`config.mk`:
```
export PLATFORM = sky130hd
export DESIGN_NAME = admin_cmd_engine
export DESIGN_NICKNAME = d
export VERILOG_FILES = /design/src/rtl/acq_pkg.sv /design/src/rtl/acq_regs.sv /design/src/rtl/acq_exec.sv /design/src/rtl/acq_seq.sv /design/src/rtl/admin_cmd_engine.sv
export SDC_FILE = /design/constraint.sdc
export NUM_CORES = 1
export LEC_CHECK = 0
export ABC_CLOCK_PERIOD_IN_PS = 6600
export BUFFER_PORTS_ARGS = -buffer_cell sky130_fd_sc_hd__buf_2
export CAP_MARGIN = 20
export CORE_ASPECT_RATIO = 0.8
export CORE_MARGIN = 1
export CORE_UTILIZATION = 35
export CTS_CLUSTER_DIAMETER = 120
export DETAILED_ROUTE_END_ITERATION = 8
export PLACE_DENSITY = 0.62
export SYNTH_ARGS = -nofsm -noshare
export SYNTH_HDL_FRONTEND = slang
export SYNTH_SLANG_ARGS = --single-unit
```
`constraint.sdc`:
```
create_clock -name clk -period 6.6 [get_ports clk]
set_clock_uncertainty 0.15 [all_clocks]
set_input_delay 1.32 -clock clk [delete_from_list [all_inputs] [get_ports clk]]
set_output_delay 1.32 -clock clk [all_outputs]
set_load 0.005 [all_outputs]
```
`src/rtl/acq_pkg.sv`:
```
package acq_pkg;

   localparam logic [1:0] ACQ_REG_FRAME = 2'd0;
   localparam logic [1:0] ACQ_REG_BELL  = 2'd1;
   localparam logic [1:0] ACQ_REG_DONE  = 2'd2;

   typedef enum logic [1:0] {
      SQ_IDLE,
      SQ_FETCH,
      SQ_EXEC,
      SQ_STORE
   } acq_state_e;

   function automatic logic [31:0] acq_swap(input logic [31:0] w);
      return {w[7:0], w[15:8], w[23:16], w[31:24]};
   endfunction

endpackage

```
`src/rtl/acq_regs.sv`:
```
module acq_regs
   import acq_pkg::*;
#(
   parameter int PFN_W     = 20,
   parameter int CNT_W     = 32,
   parameter int SLOT_BITS = 6
) (
   input  logic                 clk,
   input  logic                 rst_n,
   input  logic                 reg_wr,
   input  logic [1:0]           reg_waddr,
   input  logic [31:0]          reg_wdata,
   input  logic [1:0]           reg_raddr,
   output logic [31:0]          reg_rdata,
   input  logic                 cmd_done,
   output logic [PFN_W-1:0]     frame,
   output logic [SLOT_BITS-1:0] slot_idx,
   output logic                 pending,
   output logic                 flush
);

   logic [CNT_W-1:0] bell_q;
   logic [CNT_W-1:0] done_q;
   logic [CNT_W-1:0] bell_new;
   logic [CNT_W-1:0] lead;
   logic             enabled;
   logic             bell_wr;
   logic             bell_ok;

   assign enabled  = (frame != '0);
   assign flush    = reg_wr && (reg_waddr == ACQ_REG_FRAME);
   assign bell_new = CNT_W'(acq_swap(reg_wdata));
   assign lead     = bell_new - done_q;
   assign bell_ok  = (lead != '0) && !lead[CNT_W-1];
   assign bell_wr  = reg_wr && (reg_waddr == ACQ_REG_BELL) && enabled;

   always_ff @(posedge clk or negedge rst_n) begin
      if (!rst_n) begin
         frame  <= '0;
         bell_q <= '0;
         done_q <= '0;
      end else if (flush) begin
         frame  <= PFN_W'(acq_swap(reg_wdata));
         bell_q <= '0;
         done_q <= '0;
      end else begin
         if (cmd_done) done_q <= done_q + 1'b1;
         if (bell_wr && bell_ok) bell_q <= bell_new;
      end
   end

   assign pending  = enabled && (bell_q != done_q);
   assign slot_idx = done_q[SLOT_BITS-1:0];

   always_comb begin
      unique case (reg_raddr)
         ACQ_REG_FRAME: reg_rdata = acq_swap(32'(frame));
         ACQ_REG_BELL:  reg_rdata = acq_swap(32'(bell_q));
         ACQ_REG_DONE:  reg_rdata = acq_swap(32'(done_q));
         default:       reg_rdata = '0;
      endcase
   end

   // the executed count moves by exactly one per completion
   assert_done_step_R8: assert property (@(posedge clk) disable iff (!rst_n)
      (cmd_done && !flush) |=> (done_q == $past(done_q) + 1'b1));

   // without a completion or a frame write the count holds
   assert_done_hold_R3: assert property (@(posedge clk) disable iff (!rst_n)
      (!cmd_done && !flush) |=> $stable(done_q));

   // a completion only happens while work is owed
   assert_done_owed_R10: assert property (@(posedge clk) disable iff (!rst_n)
      cmd_done |-> pending);

   // a disabled engine never takes a doorbell
   assert_bell_off_R4: assert property (@(posedge clk) disable iff (!rst_n)
      (!enabled && !flush) |=> (bell_q == '0));

endmodule

```
`src/rtl/acq_exec.sv`:
```
module acq_exec #(
   parameter int EXEC_LAT = 2,
   parameter int MAX_OP   = 7
) (
   input  logic        clk,
   input  logic        rst_n,
   input  logic        go,
   input  logic [31:0] opcode,
   input  logic [31:0] arg,
   output logic        done,
   output logic [31:0] status
);

   logic known;

   assign known  = (opcode != 32'd0) && (opcode <= 32'(MAX_OP));
   assign status = known ? (opcode + arg) : 32'hFFFF_FFFF;

   generate
      if (EXEC_LAT == 0) begin : g_instant
         assign done = go;
      end else begin : g_timed
         localparam int LAT_W = $clog2(EXEC_LAT + 1);
         logic [LAT_W-1:0] wait_q;

         always_ff @(posedge clk or negedge rst_n) begin
            if (!rst_n)   wait_q <= '0;
            else if (!go) wait_q <= '0;
            else          wait_q <= wait_q + 1'b1;
         end

         assign done = go && (wait_q == LAT_W'(EXEC_LAT));

         // the executor never reports before its latency has elapsed
         assert_exec_wait_R7: assert property (@(posedge clk) disable iff (!rst_n)
            (go && !$past(go)) |-> !done);
      end
   endgenerate

endmodule

```
`src/rtl/acq_seq.sv`:
```
module acq_seq
   import acq_pkg::*;
#(
   parameter int PFN_W       = 20,
   parameter int SLOT_BITS   = 6,
   parameter int WORD_BITS   = 4,
   parameter int STATUS_WORD = 15,
   localparam int MEM_AW     = PFN_W + SLOT_BITS + WORD_BITS + 2
) (
   input  logic                 clk,
   input  logic                 rst_n,
   input  logic                 flush,
   input  logic                 pending,
   input  logic [PFN_W-1:0]     frame,
   input  logic [SLOT_BITS-1:0] slot_idx,
   output logic                 mem_req,
   output logic                 mem_we,
   output logic [MEM_AW-1:0]    mem_addr,
   output logic [31:0]          mem_wdata,
   input  logic                 mem_ack,
   input  logic [31:0]          mem_rdata,
   output logic                 exe_go,
   output logic [31:0]          opcode,
   output logic [31:0]          arg,
   input  logic                 exe_done,
   input  logic [31:0]          exe_status,
   output logic                 cmd_done
);

   acq_state_e           state_q;
   logic                 second_q;
   logic [31:0]          status_q;
   logic [WORD_BITS-1:0] word;

   always_ff @(posedge clk or negedge rst_n) begin
      if (!rst_n) begin
         state_q  <= SQ_IDLE;
         second_q <= 1'b0;
         opcode   <= '0;
         arg      <= '0;
         status_q <= '0;
      end else if (flush) begin
         state_q  <= SQ_IDLE;
         second_q <= 1'b0;
      end else begin
         unique case (state_q)
            SQ_IDLE: begin
               second_q <= 1'b0;
               if (pending) state_q <= SQ_FETCH;
            end
            SQ_FETCH: begin
               if (mem_ack) begin
                  if (!second_q) begin
                     opcode   <= acq_swap(mem_rdata);
                     second_q <= 1'b1;
                  end else begin
                     arg     <= acq_swap(mem_rdata);
                     state_q <= SQ_EXEC;
                  end
               end
            end
            SQ_EXEC: begin
               if (exe_done) begin
                  status_q <= exe_status;
                  state_q  <= SQ_STORE;
               end
            end
            SQ_STORE: begin
               if (mem_ack) state_q <= SQ_IDLE;
            end
            default: state_q <= SQ_IDLE;
         endcase
      end
   end

   always_comb begin
      word = WORD_BITS'(STATUS_WORD);
      if (state_q == SQ_FETCH) word = WORD_BITS'(second_q);
   end

   assign mem_req   = (state_q == SQ_FETCH) || (state_q == SQ_STORE);
   assign mem_we    = (state_q == SQ_STORE);
   assign mem_addr  = {frame, slot_idx, word, 2'b00};
   assign mem_wdata = acq_swap(status_q);
   assign exe_go    = (state_q == SQ_EXEC);
   assign cmd_done  = (state_q == SQ_STORE) && mem_ack && !flush;

   // an open request keeps its address and direction
   assert_req_hold_R9: assert property (@(posedge clk) disable iff (!rst_n)
      (mem_req && !mem_ack && !flush) |=> (mem_req && $stable(mem_addr) && $stable(mem_we)));

   // writes only ever target the status word
   assert_store_word_R6: assert property (@(posedge clk) disable iff (!rst_n)
      (mem_req && mem_we) |-> (mem_addr[WORD_BITS+1:2] == WORD_BITS'(STATUS_WORD)));

   // a zero frame means no memory traffic
   assert_quiet_off_R4: assert property (@(posedge clk) disable iff (!rst_n)
      (frame == '0) |-> !mem_req);

   // a frame write closes any request on the next cycle
   assert_flush_drop_R3: assert property (@(posedge clk) disable iff (!rst_n)
      flush |=> !mem_req);

endmodule

```
`src/rtl/admin_cmd_engine.sv`:
```
module admin_cmd_engine
   import acq_pkg::*;
#(
   parameter int PAGE_BYTES  = 4096,
   parameter int SLOT_BYTES  = 64,
   parameter int STATUS_WORD = 15,
   parameter int PFN_W       = 20,
   parameter int CNT_W       = 32,
   parameter int EXEC_LAT    = 2,
   parameter int MAX_OP      = 7,
   localparam int PAGE_BITS  = $clog2(PAGE_BYTES),
   localparam int MEM_AW     = PFN_W + PAGE_BITS
) (
   input  logic              clk,
   input  logic              rst_n,
   input  logic              reg_wr,
   input  logic [1:0]        reg_waddr,
   input  logic [31:0]       reg_wdata,
   input  logic [1:0]        reg_raddr,
   output logic [31:0]       reg_rdata,
   output logic              mem_req,
   output logic              mem_we,
   output logic [MEM_AW-1:0] mem_addr,
   output logic [31:0]       mem_wdata,
   input  logic              mem_ack,
   input  logic [31:0]       mem_rdata
);

   localparam int SLOT_BITS = $clog2(PAGE_BYTES / SLOT_BYTES);
   localparam int WORD_BITS = $clog2(SLOT_BYTES / 4);

   generate
      if ((1 << PAGE_BITS) != PAGE_BYTES) begin : g_bad_page
         $error("PAGE_BYTES must be a power of two");
      end
      if ((SLOT_BYTES < 8) || ((1 << $clog2(SLOT_BYTES)) != SLOT_BYTES) ||
          (SLOT_BYTES > PAGE_BYTES)) begin : g_bad_slot
         $error("SLOT_BYTES must be a power of two between 8 and PAGE_BYTES");
      end
      if ((STATUS_WORD < 2) || (STATUS_WORD >= SLOT_BYTES / 4)) begin : g_bad_status
         $error("STATUS_WORD must lie past the fetched words and inside a slot");
      end
      if ((CNT_W <= SLOT_BITS) || (CNT_W > 32)) begin : g_bad_cnt
         $error("CNT_W must exceed the slot index width and fit a register");
      end
      if ((PFN_W < 1) || (PFN_W > 32)) begin : g_bad_pfn
         $error("PFN_W must be 1 to 32");
      end
      if (EXEC_LAT < 0) begin : g_bad_lat
         $error("EXEC_LAT must not be negative");
      end
   endgenerate

   logic [PFN_W-1:0]     frame;
   logic [SLOT_BITS-1:0] slot_idx;
   logic                 pending;
   logic                 flush;
   logic                 cmd_done;
   logic                 exe_go;
   logic                 exe_done;
   logic [31:0]          opcode;
   logic [31:0]          arg;
   logic [31:0]          exe_status;

   acq_regs #(
      .PFN_W     (PFN_W),
      .CNT_W     (CNT_W),
      .SLOT_BITS (SLOT_BITS)
   ) u_regs (
      .clk       (clk),
      .rst_n     (rst_n),
      .reg_wr    (reg_wr),
      .reg_waddr (reg_waddr),
      .reg_wdata (reg_wdata),
      .reg_raddr (reg_raddr),
      .reg_rdata (reg_rdata),
      .cmd_done  (cmd_done),
      .frame     (frame),
      .slot_idx  (slot_idx),
      .pending   (pending),
      .flush     (flush)
   );

   acq_seq #(
      .PFN_W       (PFN_W),
      .SLOT_BITS   (SLOT_BITS),
      .WORD_BITS   (WORD_BITS),
      .STATUS_WORD (STATUS_WORD)
   ) u_seq (
      .clk        (clk),
      .rst_n      (rst_n),
      .flush      (flush),
      .pending    (pending),
      .frame      (frame),
      .slot_idx   (slot_idx),
      .mem_req    (mem_req),
      .mem_we     (mem_we),
      .mem_addr   (mem_addr),
      .mem_wdata  (mem_wdata),
      .mem_ack    (mem_ack),
      .mem_rdata  (mem_rdata),
      .exe_go     (exe_go),
      .opcode     (opcode),
      .arg        (arg),
      .exe_done   (exe_done),
      .exe_status (exe_status),
      .cmd_done   (cmd_done)
   );

   acq_exec #(
      .EXEC_LAT (EXEC_LAT),
      .MAX_OP   (MAX_OP)
   ) u_exec (
      .clk    (clk),
      .rst_n  (rst_n),
      .go     (exe_go),
      .opcode (opcode),
      .arg    (arg),
      .done   (exe_done),
      .status (exe_status)
   );

endmodule

```
==> results.yml <==
run_status:
  status: "completed"
floorplan:
  num_rows: 60
  start_util_pct: 35.8
  fp.dieH_um: 168
  die_w_um: 210
  die_area_um2: 35400
  core_um2: 33900
  num_io_pins: 170
power:
  power_density_nw_per_um2: 383
  leakage_nw: 6.40
  ir_drop_uv: 214
  finalPower_mw: 5.35
timing:
  tns_ns: 0
  worst_pin_slew_ns: 1.03
  max_freq_mhz: 205
  drv_slew: 0
  relSlewSlack_pct: 31.4
  rsz0062_at_grt: "false"
  setup_violations: 0
  hold_viol: 0
  min_period_ns: 4.89
  hold-worst-slack_ns: 0.282
  fin_crit_sh_pct: 74.0
grt:
  grt_pass1_vias: 10100
  busiest_layer: "met1"
  grt.overflow.total: 0
  met2_usage_pct: 30.3
  global_route.usage.met1_pct: 31.9
  grt_max_degree: 74
  grt_use_met3_pct: 4.10
  antenna_found_initial: 3
  grt_usage_pct: 21.2
  grt_pass1_wl_um: 57600
finish:
  drive_above_1_share_pct: 20.1
  syn_to_final_growth_pct: 15.4
  fin_area_um2: 14000
  layout.nets: 1590
  stdcell_count: 1928
  fillers: 3388
cts:
  cts.sinks: 185
  cts_root_buffer: "clkbuf_16"
  clk_pin_slew_ns: 0.07
  cts_hold_buf: 0
  insertion_delay_ns: 0.45
  h-tree-depth: 4
  cts_setup_buffers: 0
  tritoncts: "built"
  numCtsBuffers: 17
  cts_resized: 0
  clock_path_buffers: 2
synthesis:
  ys_async_sr_fraction_pct: 100
  synth_flop_cell: "dfrtp_1"
  yosys-top-cells-count: "dfrtp_1, nand2_1, nor2_1, inv_1, a21oi_1"
  synth_top_area_cell: "dfrtp_1"
  synth_top_area_share_pct: 38.2
  postSynthCellCount: 1313
  ys_seq_elements: 185
  syn_avg_cell_area_um2: 9.22
  seq_area_frac_synth_pct: 38.2
  synth_area_leaders: "dfrtp_1, ha_1, mux2_2, xnor2_1, mux2i_1"
  yosysWarnings: 0
  synth_edf_count: 0
  synth_cell_types: 80
  synth_area_um2: 12100
  synth.most_common_cell: "dfrtp_1"
hold_path:
  hp-class: "flop to flop"
setup_path:
  critPathMaxFanout: 19
  cp-start-kind: "input pin"
  path_delay_family: "simple AND/OR/NAND/NOR gates"
  worst_ep_arrival_time_ns: 5.10
  crit_required_ns: 6.81
  slowest_delay_ns: 0.76
  crit_buf_inv: 3
  critical_path_class: "input pin to flop"
  worstPathCellList: "buf_2 -> inv_1 -> ha_1 -> fa_1 -> nand2b_1 -> nand2b_1 -> a211o_1 -> o22ai_2 -> or4b_2 -> and3_1 -> nand3_1 -> nor4_2 -> a21oi_4 -> buf_4 -> mux2i_1"
  cp_common_cell: "nand2b_1"
  end_kind: "flop"
  slowest_stage: "a21oi_4"
detailed_routing:
  drc_errors: 0
  wl_per_cell_um: 19.1
  wirelength_um: 36900
  first_pass_iters: 5
  vias: 10500
  drt-initial-drc-count: 786
  postRouteAntennaNets: 0
  viasPerCell: 5.44
placed_design:
  gp_congestion: 0.886
  port-buffer-count: 167
  placed_cells: 1893
  dp_hpwl_um: 28300
  place_area_um2: 13300
run:
  maxCapViolations: 0
[final timing paths]
check,start,endpoint,slack [ns],depth (start not counted)
setup / recovery,reg_wdata[24],u_regs.bell_q[8],1.71,15
hold / removal,u_exec.g_timed.wait_q[0],u_exec.g_timed.wait_q[0],0.28,1
setup reg to reg,u_regs.done_q[5],u_regs.bell_q[8],2.11,13
hold reg to reg,u_exec.g_timed.wait_q[0],u_exec.g_timed.wait_q[0],0.28,1
max in group asynchronous,rst_n,u_seq.arg[23],4.27,2
min in group asynchronous,rst_n,u_seq.status_q[28],0.72,1
[logic make-up after synthesis]
family                     count (synthesis)  share of synthesized area, %
buffers and inverters                    150                          5.18
AOI/OAI and AO/OA                        304                          16.4
DFF                                      185                          38.2
adders and majority gates                 70                          7.36
xor gates and xnor gates                  97                          7.01
muxes                                    120                          10.6
other                                      1                        0.0310
and+or+nand+nor                          386                          15.2
[final cells by class]
type,count,area [um^2],area share (%)
Timing Repair Buffer,178,927,6.64
Inverter,87,327,2.34
Antenna cell,2,5.00,0.0358
Tap cell,465,582,4.16
Clock buffer,19,443,3.17
Multi-Input combinational cell,979,6880,49.2
Sequential cell,185,4630,33.1
Clock inverter,13,181,1.30
[state kept, by name, summed over array words and instances (netlist names)]
name	cells
u_exec.g_timed.wait_q	2
u_regs.bell_q	32
u_regs.done_q	32
u_regs.frame	20
u_seq.arg	32
u_seq.opcode	32
u_seq.second_q	1
u_seq.state_q	2
u_seq.status_q	32
[worst reg2reg max path, stage by stage (launching register included)]
cell      delay (ns)
dfrtp_1         0.60
inv_1           0.17
ha_1            0.27
a211oi_1        0.31
o21bai_1        0.22
a21oi_1         0.43
a211oi_1        0.18
a311oi_2        0.38
o21ai_1         0.12
a21oi_1         0.16
o21ai_1         0.11
a21oi_4         0.76
buf_4           0.33
mux2i_1         0.21
[per-stage QoR]
step / utilization, % / worst slack (ns)
final: 41.3 / 1.71
after floorplan: - / 2.32
after detailed placement: 39.4 / 1.29
after global placement: 39.4 / 1.37
after CTS: 41.2 / 1.79
after global routing: 41.3 / 1.46
[metal layers]
| metal | vias to the layer above | share of wire, % |
|---|---|---|
| met3 | 37 | 5.6 |
| met4 | 2 | 1.7 |
| met2 | 309 | 43 |
| met1 | 5195 | 50 |
| met5 | - | 0.024 |
| li1 | 4940 | - |
[report_power, final]
part           internal (mW)  switching, mW  total [mW]
Combinational           1.12           1.34        2.46
Sequential              1.49          0.299        1.79
Clock                  0.618          0.485        1.10
[layout by cell type (no fill, tap or decap), types with 10 or more instances in the layout]
cell type  instances
dfrtp_1          185
buf_2            166
nand2_1          118
nor2_1            97
inv_1             87
a21oi_1           76
xnor2_1           71
o21ai_0           70
ha_1              68
mux2_2            64
mux2i_1           54
nand3_1           30
nor3_1            27
xor2_1            26
a21o_1            25
nand4_1           24
nor4_1            20
clkbuf_16         17
and3_1            14
o21ai_1           13
a22o_1            12
a211oi_1          11
buf_4             11
nor2b_1           10
a31oi_1           10
o211ai_1          10
No activity file was read; power rests on OpenSTA's default activity.
